==> src/rtl/byteBusPkg.sv <==
package byteBusPkg;

  typedef enum logic [2:0] {
    ST_IDLE,
    ST_WAIT_HI,
    ST_WAIT_LO,
    ST_ACCESS,
    ST_DONE
  } stateT;

  // Control-to-datapath strobes
  typedef struct packed {
    logic capture;  // latch busIn into the byte slot selected by byteIdx
    logic access;   // perform the register access and load the reply
  } strobeT;

  localparam logic [7:0] CMD_READ  = 8'h00;
  localparam logic [7:0] CMD_WRITE = 8'h01;

endpackage

==> src/rtl/byteBusSync.sv <==
module byteBusSync #(
  parameter int WIDTH  = 4,
  parameter int STAGES = 2
) (
  input  logic             clk,
  input  logic             rst_n,
  input  logic [WIDTH-1:0] asyncIn,
  output logic [WIDTH-1:0] syncOut
);

  logic [WIDTH-1:0] chain [STAGES];

  generate
    for (genvar s = 0; s < STAGES; s++) begin : g_stage
      if (s == 0) begin : g_first
        always_ff @(posedge clk or negedge rst_n) begin
          if (!rst_n) chain[s] <= '0;
          else        chain[s] <= asyncIn;
        end
      end else begin : g_next
        always_ff @(posedge clk or negedge rst_n) begin
          if (!rst_n) chain[s] <= '0;
          else        chain[s] <= chain[s-1];
        end
      end
    end
  endgenerate

  assign syncOut = chain[STAGES-1];

endmodule

==> src/rtl/byteBusCtrl.sv <==
module byteBusCtrl
  import byteBusPkg::*;
#(
  parameter int WR_BYTES = 6,
  parameter int RD_BYTES = 8,
  parameter int CNT_W    = 3
) (
  input  logic             clk,
  input  logic             rst_n,
  input  logic             startS,
  input  logic             rwS,
  input  logic             hs1S,
  input  logic             resetS,
  output logic             hs2,
  output logic             ack,
  output logic             busOe,
  output logic [CNT_W-1:0] byteIdx,
  output strobeT           strobe
);

  stateT state;
  logic  replyPhase;
  logic  hs1Prev;
  logic  hs1Rise, hs1Fall, active;

  assign hs1Rise = hs1S & ~hs1Prev;
  assign hs1Fall = ~hs1S & hs1Prev;
  assign active  = startS & ~resetS;

  always_ff @(posedge clk or negedge rst_n) begin
    if (!rst_n) hs1Prev <= 1'b0;
    else        hs1Prev <= hs1S;
  end

  always_ff @(posedge clk or negedge rst_n) begin
    if (!rst_n) begin
      state      <= ST_IDLE;
      hs2        <= 1'b0;
      ack        <= 1'b0;
      byteIdx    <= '0;
      replyPhase <= 1'b0;
    end else if (!active) begin
      state      <= ST_IDLE;
      hs2        <= 1'b0;
      ack        <= 1'b0;
      byteIdx    <= '0;
      replyPhase <= 1'b0;
    end else begin
      unique case (state)
        ST_IDLE: begin
          state      <= ST_WAIT_HI;
          byteIdx    <= '0;
          replyPhase <= 1'b0;
        end
        ST_WAIT_HI: begin
          if (hs1Rise) begin
            hs2   <= 1'b1;
            state <= ST_WAIT_LO;
          end
        end
        ST_WAIT_LO: begin
          if (hs1Fall) begin
            hs2 <= 1'b0;
            if (!replyPhase) begin
              if (byteIdx == CNT_W'(WR_BYTES - 1)) begin
                byteIdx <= '0;
                state   <= ST_ACCESS;
              end else begin
                byteIdx <= byteIdx + 1'b1;
                state   <= ST_WAIT_HI;
              end
            end else begin
              if (byteIdx == CNT_W'(RD_BYTES - 1)) begin
                ack   <= 1'b1;
                state <= ST_DONE;
              end else begin
                byteIdx <= byteIdx + 1'b1;
                state   <= ST_WAIT_HI;
              end
            end
          end
        end
        ST_ACCESS: begin
          replyPhase <= 1'b1;
          state      <= ST_WAIT_HI;
        end
        ST_DONE: state <= ST_DONE;
        default: state <= ST_IDLE;
      endcase
    end
  end

  always_comb begin
    strobe.capture = active & (state == ST_WAIT_HI) & hs1Rise & ~replyPhase;
    strobe.access  = active & (state == ST_ACCESS);
  end

  assign busOe = active & ~rwS & replyPhase &
                 ((state == ST_WAIT_HI) | (state == ST_WAIT_LO));


  hs2_rise_after_req_chk: assert property (@(posedge clk) disable iff (!rst_n)
    $rose(hs2) |-> $past(hs1S));


  hs2_fall_after_release_chk: assert property (@(posedge clk) disable iff (!rst_n)
    $fell(hs2) |-> (!$past(hs1S) || !$past(startS) || $past(resetS)));


  ack_clear_on_start_chk: assert property (@(posedge clk) disable iff (!rst_n)
    $fell(ack) |-> (!$past(startS) || $past(resetS)));


  bus_drive_dir_chk: assert property (@(posedge clk) disable iff (!rst_n)
    busOe |-> (startS && !rwS && !resetS));


  host_reset_idle_chk: assert property (@(posedge clk) disable iff (!rst_n)
    resetS |=> (!hs2 && !ack));

endmodule

==> src/rtl/byteBusData.sv <==
module byteBusData
  import byteBusPkg::*;
#(
  parameter int WORD_BYTES = 4,
  parameter int STATUS_EN  = 1,
  parameter int RD_BYTES   = 8,
  parameter int CNT_W      = 3
) (
  input  logic                    clk,
  input  logic                    rst_n,
  input  strobeT                  strobe,
  input  logic [CNT_W-1:0]        byteIdx,
  input  logic [7:0]              busIn,
  output logic [7:0]              busOut,
  output logic [7:0]              regAddr,
  output logic [8*WORD_BYTES-1:0] regWrData,
  output logic                    regWr,
  output logic                    regRd,
  input  logic [8*WORD_BYTES-1:0] regRdData,
  input  logic [8*WORD_BYTES-1:0] regStatus
);

  localparam int DW = 8 * WORD_BYTES;

  logic [7:0]          cmdQ;
  logic [7:0]          addrQ;
  logic [DW-1:0]       wdataQ;
  logic [DW-1:0]       dataWord;
  logic [DW-1:0]       dataNext;
  logic [8*RD_BYTES-1:0] replyAll;
  logic                cmdKnown;

  always_ff @(posedge clk or negedge rst_n) begin
    if (!rst_n) begin
      cmdQ   <= '0;
      addrQ  <= '0;
      wdataQ <= '0;
    end else if (strobe.capture) begin
      if (byteIdx == CNT_W'(0)) cmdQ  <= busIn;
      if (byteIdx == CNT_W'(1)) addrQ <= busIn;
      for (int i = 0; i < WORD_BYTES; i++) begin
        if (byteIdx == CNT_W'(i + 2)) wdataQ[8*i +: 8] <= busIn;
      end
    end
  end

  assign cmdKnown = (cmdQ == CMD_READ) || (cmdQ == CMD_WRITE);

  always_comb begin
    unique case (cmdQ)
      CMD_READ:  dataNext = regRdData;
      CMD_WRITE: dataNext = wdataQ;
      default:   dataNext = '0;
    endcase
  end

  always_ff @(posedge clk or negedge rst_n) begin
    if (!rst_n)             dataWord <= '0;
    else if (strobe.access) dataWord <= dataNext;
  end

  generate
    if (STATUS_EN != 0) begin : g_status
      logic [DW-1:0] statusWord;
      always_ff @(posedge clk or negedge rst_n) begin
        if (!rst_n)             statusWord <= '0;
        else if (strobe.access) statusWord <= cmdKnown ? regStatus : '0;
      end
      assign replyAll = {statusWord, dataWord};
    end else begin : g_nostatus
      assign replyAll = dataWord;
    end
  endgenerate

  always_comb begin
    busOut = '0;
    for (int i = 0; i < RD_BYTES; i++) begin
      if (byteIdx == CNT_W'(i)) busOut = replyAll[8*i +: 8];
    end
  end

  assign regAddr   = addrQ;
  assign regWrData = wdataQ;
  assign regWr     = strobe.access & (cmdQ == CMD_WRITE);
  assign regRd     = strobe.access & (cmdQ == CMD_READ);


  single_access_chk: assert property (@(posedge clk) disable iff (!rst_n)
    $onehot0({regWr, regRd}));


  write_pulse_width_chk: assert property (@(posedge clk) disable iff (!rst_n)
    regWr |=> !regWr);


  read_pulse_width_chk: assert property (@(posedge clk) disable iff (!rst_n)
    regRd |=> !regRd);


  unknown_no_strobe_chk: assert property (@(posedge clk) disable iff (!rst_n)
    (strobe.access && !cmdKnown) |-> (!regWr && !regRd));

endmodule

==> src/rtl/byteBusSlave.sv <==
module byteBusSlave
  import byteBusPkg::*;
#(
  parameter int WORD_BYTES  = 4,
  parameter int STATUS_EN   = 1,
  parameter int SYNC_STAGES = 2
) (
  input  logic                    clk,
  input  logic                    rst_n,
  input  logic                    hostStart,
  input  logic                    hostRw,
  input  logic                    hostHs1,
  input  logic                    hostReset,
  input  logic [7:0]              busIn,
  output logic [7:0]              busOut,
  output logic                    busOe,
  output logic                    hostHs2,
  output logic                    hostAck,
  output logic [7:0]              regAddr,
  output logic [8*WORD_BYTES-1:0] regWrData,
  output logic                    regWr,
  output logic                    regRd,
  input  logic [8*WORD_BYTES-1:0] regRdData,
  input  logic [8*WORD_BYTES-1:0] regStatus
);

  localparam int WR_BYTES = 2 + WORD_BYTES;
  localparam int RD_BYTES = WORD_BYTES * ((STATUS_EN != 0) ? 2 : 1);
  localparam int MAX_B    = (WR_BYTES > RD_BYTES) ? WR_BYTES : RD_BYTES;
  localparam int CNT_W    = $clog2(MAX_B);

  logic [3:0]       syncVec;
  logic [CNT_W-1:0] byteIdx;
  strobeT           strobe;

  byteBusSync #(.WIDTH(4), .STAGES(SYNC_STAGES)) u_sync (
    .clk     (clk),
    .rst_n   (rst_n),
    .asyncIn ({hostReset, hostHs1, hostRw, hostStart}),
    .syncOut (syncVec)
  );

  byteBusCtrl #(.WR_BYTES(WR_BYTES), .RD_BYTES(RD_BYTES), .CNT_W(CNT_W)) u_ctrl (
    .clk     (clk),
    .rst_n   (rst_n),
    .startS  (syncVec[0]),
    .rwS     (syncVec[1]),
    .hs1S    (syncVec[2]),
    .resetS  (syncVec[3]),
    .hs2     (hostHs2),
    .ack     (hostAck),
    .busOe   (busOe),
    .byteIdx (byteIdx),
    .strobe  (strobe)
  );

  byteBusData #(.WORD_BYTES(WORD_BYTES), .STATUS_EN(STATUS_EN),
                .RD_BYTES(RD_BYTES), .CNT_W(CNT_W)) u_data (
    .clk       (clk),
    .rst_n     (rst_n),
    .strobe    (strobe),
    .byteIdx   (byteIdx),
    .busIn     (busIn),
    .busOut    (busOut),
    .regAddr   (regAddr),
    .regWrData (regWrData),
    .regWr     (regWr),
    .regRd     (regRd),
    .regRdData (regRdData),
    .regStatus (regStatus)
  );

endmodule

==> config.mk <==
export PLATFORM = sky130hd
export DESIGN_NAME = byteBusSlave
export DESIGN_NICKNAME = d
export VERILOG_FILES = /design/src/rtl/byteBusPkg.sv /design/src/rtl/byteBusSync.sv /design/src/rtl/byteBusCtrl.sv /design/src/rtl/byteBusData.sv /design/src/rtl/byteBusSlave.sv
export SDC_FILE = /design/constraint.sdc
export NUM_CORES = 1
export LEC_CHECK = 0
export CAP_MARGIN = 20
export CORE_MARGIN = 5
export CORE_UTILIZATION = 40
export DETAILED_ROUTE_END_ITERATION = 7
export PLACE_DENSITY = 0.66
export SYNTH_ARGS = -nofsm -noshare
export SYNTH_HDL_FRONTEND = slang
export SYNTH_SLANG_ARGS = --single-unit
==> constraint.sdc <==
create_clock -name clk -period 5.8 [get_ports clk]
set_input_delay 1.74 -clock clk [delete_from_list [all_inputs] [get_ports clk]]
set_output_delay 1.74 -clock clk [all_outputs]
set_load 0.1 [all_outputs]
==> key figures, run 1 <==
Place
  – PortBufs: 130
  – Inst Count DP: 801
  – HPWL after DPL: 11.6 mm
  – DP Worst Slack: 1.53 ns
  – Placed Area: 7310 µm²
  – Gpl congestion: 0.845

Clock tree
  – Hold_buf cts: 0
  – # Post-CTS Setup Buffers: 0
  – Clock Path Buffers: 2
  – Clock slew at reported path FFs: 0.05 ns
  – Clk root buf: clkbuf_16
  – CTS Buf Count: 17
  – Clock Sinks: 130
  – H-tree depth: 4
  – Clk_lat worst skew: 0.41 ns
  – CTS resizes: 0
  – CTS tree: done

Global route
  – Initial antenna violation count: 0
  – Largest net degree at the start of global routing: 88
  – First-pass GRT wire length: 26.7 mm
  – Global route overflow: 0
  – Vias in the first global route: 4919
  – GRT Total Usage: 19.0%

Cells and area
  – Share of cells above drive strength 1: 16.0%
  – Most common cell after layout, fill and taps aside: dfrtp_1
  – Nets@finish: 721
  – # diodes: 0
  – Area growth syn-to-layout: 35.4%
  – Finished layout cell area: 8000 µm²
  – Commonest cells after routing, fill and taps aside: 129 x dfrtp_1, 119 x clkdlybuf4s50_1, 53 x nand2_1
  – Finished Core Util: 55.0%
  – Final Non-Filler Cells: 833

Synthesis
  – Post-Synth XOR/XNOR Area: 0.148%
  – Compound-Gate Fraction of Synth Area: 13.5%
  – Post-synthesis mux area share: 15.1%
  – Syn Area/Cell: 11.4 µm²
  – EDFF count, synth: 0
  – Simple-gate share of the synthesized area: 11.6%
  – Async SR Flop Fraction: 100%
  – Yosys warns: 0
  – Sequential area share after synthesis: 55.1%
  – Synth Instances: 519
  – Yosys cell types: 44
  – Syn_nets: 603
  – FF+latch count, synth: 130
  – Adder-cell area share of the yosys netlist: 1.27%
  – Largest family of logic cells by synthesized area: multiplexers
  – Dominant synthesized flop cell: dfrtp_1
  – Mapped Area: 5910 µm²

Route
  – Via count: 4496
  – Via/cell ratio: 5.40
  – Post-route ant nets: 0
  – Routed wire per std cell: 19.7 µm
  – Drt total wl: 16.4 mm
  – Pre-antenna DRT Iters: 5
  – DRT iter0 DRCs: 288
  – Drt drc: 0

Worst hold path
  – Hold Path Depth: 0
  – Min-Delay Path Class: flip-flop to flip-flop

Timing
  – Worst slew margin: 30.7%
  – Setup-failing EPs final: 0
  – Tmin final: 4.82 ns
  – Max Fclk: 208 MHz
  – Final hold violations: 0
  – RSZ-0062 raised after global routing: no
  – Final Max Slew Viols: 0
  – Min setup slack post-route: 0.984 ns
  – Layout Skew: 0.00592 ns
  – Slew @ Worst Pin: 1.04 ns
  – Final period util: 83.0%
  – Hold_ws: 0.351 ns
  – Fin Setup TNS: 0 ns

Setup path
  – CP top delay family: compound AO/OA/AOI/OAI gates
  – Critical Path RT: 4.06 ns
  – Worst Path Buf+Inv: 2
  – Crit start category: flip-flop
  – Cell depth of the worst setup path: 7
  – Worst-path cell chain: inv_1 -> ha_1 -> a21oi_1 -> a221oi_1 -> o22ai_1 -> o21ai_0 -> buf_4
  – Setup crit end kind: primary output
  – Max incr delay on CP: 0.85 ns
  – R2R Setup Slk: 2.98 ns
  – Critical path arrival: 3.08 ns
  – Worst Path Max Fanout: 36
  – CP Class: flip-flop to primary output
  – Reg2reg path depth: 5
  – Cell with the largest stage delay on the worst path: ha_1

Power
  – LEAKAGE: 3.66 nW
  – PD cells: 306 nW/µm²
  – Total power: 2.45 mW
  – Max VDD drop: 194 µV

Floorplanning
  – Num ports: 131
  – Effective utilization at floorplan: 40.6%
  – DIE AREA: 17300 µm²
  – Die height: 132 µm
  – Die Span X: 132 µm
  – Row Count: 44
  – Core area: 14500 µm²

Status
  – Status: finished clean

Job
  – Max-Cap Viols: 0
[synth_stat cells, types with 2 or more instances]
cell type | n | area, µm²
dfrtp_1 | 130 | 3250
nand2_1 | 54 | 203
mux2_2 | 47 | 529
o21ai_0 | 45 | 225
a22o_1 | 33 | 289
mux2i_1 | 33 | 330
clkbuf_1 | 25 | 93.8
a21oi_1 | 18 | 90.1
nor3_1 | 13 | 65.1
inv_1 | 12 | 45.0
nor2_1 | 12 | 45.0
nor2b_1 | 9 | 56.3
nand3b_1 | 8 | 60.1
nor3b_1 | 8 | 60.1
a221oi_1 | 7 | 61.3
a22oi_1 | 7 | 52.6
o22ai_1 | 7 | 43.8
ha_1 | 6 | 75.1
buf_1 | 5 | 18.8
nand2b_1 | 5 | 31.3
buf_2 | 4 | 20.0
and2_1 | 3 | 18.8
mux2_1 | 3 | 33.8
nand2_2 | 3 | 18.8
nor4b_1 | 2 | 17.5
or3b_1 | 2 | 17.5
[registers in the layout (all words and copies together), names as in the netlist]
name	flops
u_ctrl.ack	1
u_ctrl.byteIdx	3
u_ctrl.hs1Prev	1
u_ctrl.hs2	1
u_ctrl.replyPhase	1
u_ctrl.state	3
u_data.cmdQ	8
u_data.dataWord	32
u_data.g_status.statusWord	32
u_data.regAddr	8
u_data.regWrData	32
u_sync.chain	4
u_sync.syncOut	4
[layout make-up]
cell class | instances | area [µm²]
multi-input combinational | 340 | 2460
timing repair buffer | 135 | 1340
clock inverter | 7 | 145
clock buffer | 24 | 512
inverter | 13 | 48.8
fill | 1237 | 6540
sequential | 130 | 3250
tap | 184 | 230
[path summary, 6_finish.rpt]
check / startpoint / end
max: u_ctrl.byteIdx[1]$_DFFE_PN0P_ / busOut[4]
min: u_sync.chain[6]$_DFF_PN0_ / u_sync.syncOut[2]$_DFF_PN0_
max reg2reg: u_ctrl.byteIdx[1]$_DFFE_PN0P_ / u_data.regWrData[27]$_DFFE_PN0P_
min reg2reg: u_sync.chain[6]$_DFF_PN0_ / u_sync.syncOut[2]$_DFF_PN0_
max in group asynchronous: rst_n / u_data.cmdQ[0]$_DFFE_PN0P_
min in group asynchronous: rst_n / u_ctrl.ack$_DFFE_PN0P_
[layer usage]
metal	track usage, %	share of wire, %	up-vias
li1	-	-	2097
met1	25.6	46	2229
met2	29.3	46	150
met3	6.96	6.7	20
met4	5.09	1.4	0
met5	0	0	-
[kinds of logic (layout without fill, tap and decap cells)]
group,after synthesis,after routing
xor+xnor,1,1
buf+inv,49,179
simple gates,128,128
mux,83,83
fa+ha+maj,6,6
flops,130,130
compound gates,122,122
[power breakdown]
group	leakage (nW)	total [mW]	internal [mW]	switching [mW]
logic	1.78	0.292	0.124	0.168
clock network	0.319	1.17	0.787	0.379
registers	1.56	0.991	0.943	0.0480
No activity file was read; power rests on OpenSTA's default activity.
==> inputs of run 2 (changes only) <==
--- a/config.mk
+++ b/config.mk
@@ -9,7 +9,7 @@
 export CORE_MARGIN = 5
 export CORE_UTILIZATION = 40
 export DETAILED_ROUTE_END_ITERATION = 7
-export PLACE_DENSITY = 0.66
+export PLACE_DENSITY = 0.68
 export SYNTH_ARGS = -nofsm -noshare
 export SYNTH_HDL_FRONTEND = slang
 export SYNTH_SLANG_ARGS = --single-unit
==> constraint.sdc (replaced) <==
create_clock -name clk -period 4.3 [get_ports clk]
set_input_delay 1.29 -clock clk [delete_from_list [all_inputs] [get_ports clk]]
set_output_delay 1.29 -clock clk [all_outputs]
set_load 0.1 [all_outputs]
==> run 2 against run 1 <==
Against the previous run:
- core utilization up 0.76 points
- power increased by 30%
- hold slack improved by 0.0015 ns
- via count increased by 0.47%
- count of clock-buffer cells in the layout did not move
- register-to-register slack worse by 1.1 ns
- sequential share of layout area decreased by 0.55 points
- non-clock buffer count grew 4
- wire length is 1.4% lower
- combinational power increased by 49%
- critical path depth unchanged
- largest power group unchanged
==> key figures, run 2 (synthesis gave the netlist of run 1 again) <==
Status
  – Status: finished clean

Timing
  – Final period util: 94.6%
  – Setup-failing EPs final: 0 (unchanged)
  – Min setup slack post-route: 0.231 ns (-0.753 ns)
  – Fin Setup TNS: 0 ns (unchanged)
  – Final Max Slew Viols: 0 (unchanged)
  – Tmin final: 4.07 ns
  – Layout Skew: 0.00599 ns (+0.0000700 ns)
  – Final hold violations: 0 (unchanged)
  – RSZ-0062 raised after global routing: no
  – Slew @ Worst Pin: 1.02 ns (-0.0227 ns)
  – Worst slew margin: 32.0% (+1.3 points)
  – Max Fclk: 246 MHz

Power
  – Max VDD drop: 245 µV (+26%)
  – LEAKAGE: 3.70 nW (+1.2%)
  – PD cells: 393 nW/µm² (+28%)

Clock tree
  – Clock Sinks: 130 (unchanged)
  – Clock slew at reported path FFs: 0.05 ns (about the same)
  – Hold_buf cts: 0 (unchanged)
  – H-tree depth: 4 (unchanged)
  – CTS resizes: 0 (unchanged)
  – Clock Path Buffers: 2 (unchanged)
  – Clk root buf: clkbuf_16
  – CTS Buf Count: 17 (unchanged)
  – # Post-CTS Setup Buffers: 0 (unchanged)
  – CTS tree: done
  – Clk_lat worst skew: 0.42 ns (about the same)

Floorplanning
  – Num ports: 131 (unchanged)
  – Row Count: 44 (unchanged)
  – Die Span X: 132 µm (unchanged)
  – Effective utilization at floorplan: 40.6% (unchanged)
  – DIE AREA: 17300 µm² (unchanged)
  – Die height: 132 µm (unchanged)
  – Core area: 14500 µm² (unchanged)

Setup path
  – Setup crit end kind: primary output
  – Worst reg2reg startpoint: u_ctrl.byteIdx[1]$_DFFE_PN0P_
  – Crit start category: flip-flop
  – Worst Path Buf+Inv: 2 (unchanged)
  – R2r endpoint: u_data.regWrData[29]$_DFFE_PN0P_
  – Reg2reg path depth: 5 (unchanged)
  – CP top delay family: compound AO/OA/AOI/OAI gates
  – Worst-path cell chain: inv_2 -> ha_1 -> or2_2 -> a221oi_1 -> o22ai_1 -> o21ai_2 -> buf_12
  – Cell with the largest stage delay on the worst path: dfrtp_1
  – Critical path arrival: 2.78 ns (-0.30 ns)
  – Max incr delay on CP: 0.56 ns (-0.29 ns)
  – Worst Path Max Fanout: 12 (-67%)
  – CP Class: flip-flop to primary output
  – R2R Setup Slk: 1.86 ns (-1.12 ns)
  – Critical Path RT: 3.01 ns (-1.05 ns)

Worst hold path
  – Min-delay src: u_sync.chain[5]$_DFF_PN0_
  – Min-Delay Path Class: flip-flop to flip-flop
  – Worst Hold End: u_sync.syncOut[1]$_DFF_PN0_
  – Hold Path Depth: 0 (unchanged)

Global route
  – Global route overflow: 0 (unchanged)
  – First-pass GRT wire length: 26.4 mm (-1.3%)
  – Vias in the first global route: 4777 (-2.9%)
  – GRT Total Usage: 19.0% (-0.058 points)
  – Initial antenna violation count: 0 (unchanged)
  – Largest net degree at the start of global routing: 65 (-26%)

Cells and area
  – Area growth syn-to-layout: 37.3%
  – Most common cell after layout, fill and taps aside: dfrtp_1
  – Share of cells above drive strength 1: 17.9% (+1.9 points)
  – Finished Core Util: 55.8% (+0.76 points)
  – Nets@finish: 725 (+0.55%)
  – Commonest cells after routing, fill and taps aside: 129 x dfrtp_1, 118 x clkdlybuf4s50_1, 53 x nand2_1
  – # diodes: 0 (unchanged)
  – Final Non-Filler Cells: 838 (+0.60%)
  – Fillers: 1240 (+0.24%)

Place
  – Gpl congestion: 0.981 (+16%)
  – PortBufs: 130 (unchanged)
  – HPWL after DPL: 11.8 mm (+1.5%)
  – DP Worst Slack: 0.738 ns (-0.789 ns)
  – Inst Count DP: 806 (+0.62%)

Route
  – Pre-antenna DRT Iters: 5 (unchanged)
  – Post-route ant nets: 0 (unchanged)
  – Via count: 4517 (+0.47%)
  – Drt total wl: 16.2 mm (-1.4%)
  – Routed wire per std cell: 19.3 µm (-2.0%)
  – DRT iter0 DRCs: 226 (-22%)
  – Drt drc: 0 (unchanged)
  – Via/cell ratio: 5.39 (-0.13%)

Job
  – Max-Cap Viols: 0 (unchanged)
==> run 2: changes by cell type in the layout (fill, tap and decap cells not counted), sizes merged <==
cell,before,now
buf,16,21
bufinv,4,2
clkdlybuf4s50,119,118
clkinvlp,1,4
==> run 2: final cells by class <==
cell class | instances | area, µm² | area share (%)
clock buffers | 24 | 502 | 6.19
multi-input cells | 340 | 2500 | 30.8
inverters | 13 | 48.8 | 0.602
well taps | 184 | 230 | 2.84
flip-flops and latches | 130 | 3250 | 40.1
clock inverters | 8 | 100 | 1.23
repair buffers | 139 | 1480 | 18.2
==> run 2: worst max-delay path by stage <==
stage	startpoint	endpoint	slack (ns)	cells past startpoint
2_1_floorplan	u_ctrl.byteIdx[2]$_DFFE_PN0P_	busOut[6]	0.26	8
3_3_place_gp	u_ctrl.byteIdx[2]$_DFFE_PN0P_	busOut[4]	0.82	7
3_5_place_dp	u_ctrl.byteIdx[2]$_DFFE_PN0P_	busOut[0]	0.74	7
4_1_cts	u_ctrl.byteIdx[2]$_DFFE_PN0P_	busOut[5]	0.23	7
5_1_grt	u_ctrl.byteIdx[2]$_DFFE_PN0P_	busOut[4]	0.03	7
6_report	u_ctrl.byteIdx[2]$_DFFE_PN0P_	busOut[5]	0.23	7
==> run 2: power breakdown <==
| group | total (mW) | internal (mW) | switching, mW | leakage (nW) |
|---|---|---|---|---|
| combinational | 0.434 | 0.178 | 0.256 | 1.85 |
| sequential | 1.31 | 1.27 | 0.0358 | 1.56 |
| clock | 1.44 | 0.927 | 0.513 | 0.284 |
| total | 3.18 | 2.38 | 0.805 | 3.70 |
==> run 2: metrics by stage <==
| stage | area (µm²) | power, mW | hold WS (ns) |
|---|---|---|---|
| after floorplan | 5940 | 1.57 | 0.331 |
| after global placement | 7510 | 1.76 | 0.338 |
| after detailed placement | 7510 | 1.77 | 0.336 |
| after CTS | 8110 | 3.21 | 0.352 |
| after global routing | 8110 | 3.29 | 0.364 |
| final | 8110 | 3.18 | 0.352 |
==> run 2: per-layer routing <==
| metal | vias up | part of all wire, % | track usage, % |
|---|---|---|---|
| li1 | 2107 | - | - |
| met1 | 2211 | 45 | 25.6 |
| met2 | 170 | 46 | 28.7 |
| met3 | 29 | 7.2 | 6.35 |
| met4 | 0 | 2.1 | 6.80 |
| met5 | - | 0 | 0 |
==> inputs of run 3 (changes only) <==
--- a/config.mk
+++ b/config.mk
@@ -7,9 +7,8 @@
 export LEC_CHECK = 0
 export CAP_MARGIN = 20
 export CORE_MARGIN = 5
-export CORE_UTILIZATION = 40
+export CORE_UTILIZATION = 30
 export DETAILED_ROUTE_END_ITERATION = 7
-export PLACE_DENSITY = 0.68
 export SYNTH_ARGS = -nofsm -noshare
 export SYNTH_HDL_FRONTEND = slang
 export SYNTH_SLANG_ARGS = --single-unit
==> run 3 against run 2 <==
Against the previous run:
- fmax fell by 1.1%
- global-route usage shrank 3.1 points
- sequential share of layout area down 0.61 points
- cell count grew 9.4%
- register-to-register slack improved by 0.10 ns
- power rose by 3.8%
- die area is 31% higher
- clock skew grew 0.0087 ns
- non-clock buffer count shrank 2
- hold slack worse by 0.0034 ns
==> key figures, run 3 (synthesis gave the netlist of run 1 again) <==
Power
  – PD cells: 401 nW/µm² (+2.2%)
  – Total power: 3.30 mW (+3.8%)
  – LEAKAGE: 3.71 nW (+0.32%)
  – Max VDD drop: 244 µV (-0.52%)

Timing
  – Final Max Slew Viols: 0 (unchanged)
  – Layout Skew: 0.0147 ns (+0.00871 ns)
  – Tmin final: 4.12 ns (+0.0461 ns)
  – Hold_ws: 0.349 ns (-0.00343 ns)
  – Final period util: 95.7% (+1.1 points)
  – RSZ-0062 raised after global routing: no
  – Final hold violations: 0 (unchanged)
  – Worst slew margin: 30.2% (-1.8 points)
  – Max Fclk: 243 MHz (-1.1%)
  – Fin Setup TNS: 0 ns (unchanged)
  – Setup-failing EPs final: 0 (unchanged)
  – Slew @ Worst Pin: 1.04 ns (+0.0272 ns)

Clock tree
  – Clk root buf: clkbuf_16
  – # Post-CTS Setup Buffers: 0 (unchanged)
  – Hold_buf cts: 0 (unchanged)
  – Clock Path Buffers: 2 (unchanged)
  – CTS tree: done
  – CTS resizes: 0 (unchanged)
  – CTS Buf Count: 17 (unchanged)
  – Clock slew at reported path FFs: 0.05 ns (about the same)
  – H-tree depth: 4 (unchanged)
  – Clock Sinks: 130 (unchanged)
  – Clk_lat worst skew: 0.43 ns (about the same)

Cells and area
  – Most common cell after layout, fill and taps aside: dfrtp_1
  – Area of the multi-input gates: 2500 µm² (unchanged)
  – Final Non-Filler Cells: 917 (+9.4%)
  – Commonest cells after routing, fill and taps aside: 129 x dfrtp_1, 118 x clkdlybuf4s50_1, 53 x nand2_1
  – Sequential cell area: 3250 µm² (unchanged)
  – Nets@finish: 723 (-0.28%)
  – # diodes: 0 (unchanged)
  – Area growth syn-to-layout: 39.4%
  – Fillers: 1860 (+50%)
  – Share of cells above drive strength 1: 17.5% (-0.41 points)
  – Finished Core Util: 42.4% (-13 points)

Setup path
  – Crit start category: flip-flop
  – Critical path arrival: 2.83 ns (+0.05 ns)
  – CP Class: flip-flop to primary output
  – Setup crit end kind: primary output
  – Reg2reg path depth: 4 (-1)
  – Worst Setup SP: u_ctrl.byteIdx[2]$_DFFE_PN0P_
  – Worst Path Max Fanout: 12 (unchanged)
  – Worst reg2reg startpoint: u_ctrl.state[2]$_DFFE_PN0P_
  – R2r endpoint: u_data.regWrData[22]$_DFFE_PN0P_
  – R2R Setup Slk: 1.96 ns (+0.10 ns)
  – Critical Path RT: 3.01 ns (about the same)

Route
  – Post-route ant nets: 0 (unchanged)
  – Pre-antenna DRT Iters: 5 (unchanged)
  – Drt total wl: 17.5 mm (+8.2%)
  – Via/cell ratio: 4.92 (-8.8%)
  – Drt drc: 0 (unchanged)
  – Routed wire per std cell: 19.1 µm (-1.1%)
  – DRT iter0 DRCs: 386 (+71%)
  – Via count: 4509 (-0.18%)

Floorplanning
  – Effective utilization at floorplan: 30.4% (-10 points)
  – DIE AREA: 22600 µm² (+31%)
  – Num ports: 131 (unchanged)
  – Core area: 19400 µm² (+33%)
  – Die height: 150 µm (+14%)
  – Row Count: 51 (+16%)
  – Die Span X: 150 µm (+14%)

Global route
  – Initial antenna violation count: 0 (unchanged)
  – Largest net degree at the start of global routing: 98 (+51%)
  – Global route overflow: 0 (unchanged)
  – GR peak layer: met2
  – Vias in the first global route: 4812 (+0.73%)
  – GRT Total Usage: 15.9% (-3.1 points)
  – First-pass GRT wire length: 27.1 mm (+2.9%)
  – Met2 usage: 23.5% (-5.1 points)
  – Met1 Use GR: 21.4% (-4.2 points)
  – Met3 usage: 5.51% (-0.84 points)

Place
  – Gpl congestion: 0.826 (-16%)
  – PortBufs: 130 (unchanged)
  – Inst Count DP: 885 (+9.8%)
  – HPWL after DPL: 12.8 mm (+8.4%)

Job
  – Max-Cap Viols: 0 (unchanged)

Worst hold path
  – Min-delay src: u_sync.chain[6]$_DFF_PN0_
  – Min-Delay Path Class: flip-flop to flip-flop
  – Worst Hold End: u_sync.syncOut[2]$_DFF_PN0_
  – Hold Path Depth: 0 (unchanged)

Status
  – Status: finished clean
## run 3: power by group
group	switching, mW	internal [mW]
Sequential	0.0371	1.27
Combinational	0.259	0.177
Clock	0.525	1.03
## run 3: critical path, stage by stage (launching register included)
cell      delay [ns]
dfrtp_1         0.56
inv_2           0.18
ha_1            0.38
or2_2           0.40
a221oi_1        0.29
o22ai_1         0.17
o21ai_2         0.22
buf_12          0.21
## run 3: worst max path at each step
stage / endpoint / slack [ns] / depth (start not counted)
4_1_cts: busOut[0] / 0.22 / 7
2_1_floorplan: busOut[6] / 0.26 / 8
5_1_grt: busOut[0] / 0.04 / 7
3_3_place_gp: busOut[2] / 0.75 / 7
6_report: busOut[0] / 0.18 / 7
3_5_place_dp: busOut[0] / 0.69 / 7
## run 3: per-stage QoR
step	instance area [µm²]	setup slack, ns
after floorplan	5940	0.259
after global placement	7590	0.752
after detailed placement	7590	0.688
after CTS	8230	0.215
after global routing	8230	0.0386
final	8230	0.185
## run 3: routing by layer
| layer | up-vias | wire length [µm] | part of all wire, % |
|---|---|---|---|
| met5 | - | 0 | 0 |
| met4 | 0 | 420 | 2.4 |
| met3 | 23 | 1430 | 8.2 |
| met2 | 168 | 7720 | 44 |
| met1 | 2209 | 7950 | 45 |
| li1 | 2109 | - | - |
## run 3: cell type report
cell class                 instances  share of cell area, %
tap                              265                   4.03
sequential                       130                   39.5
clock buffer                      24                   5.97
inverter                          13                  0.593
timing repair buffer             137                   17.8
clock inverter                     8                   1.81
multi-input combinational        340                   30.3
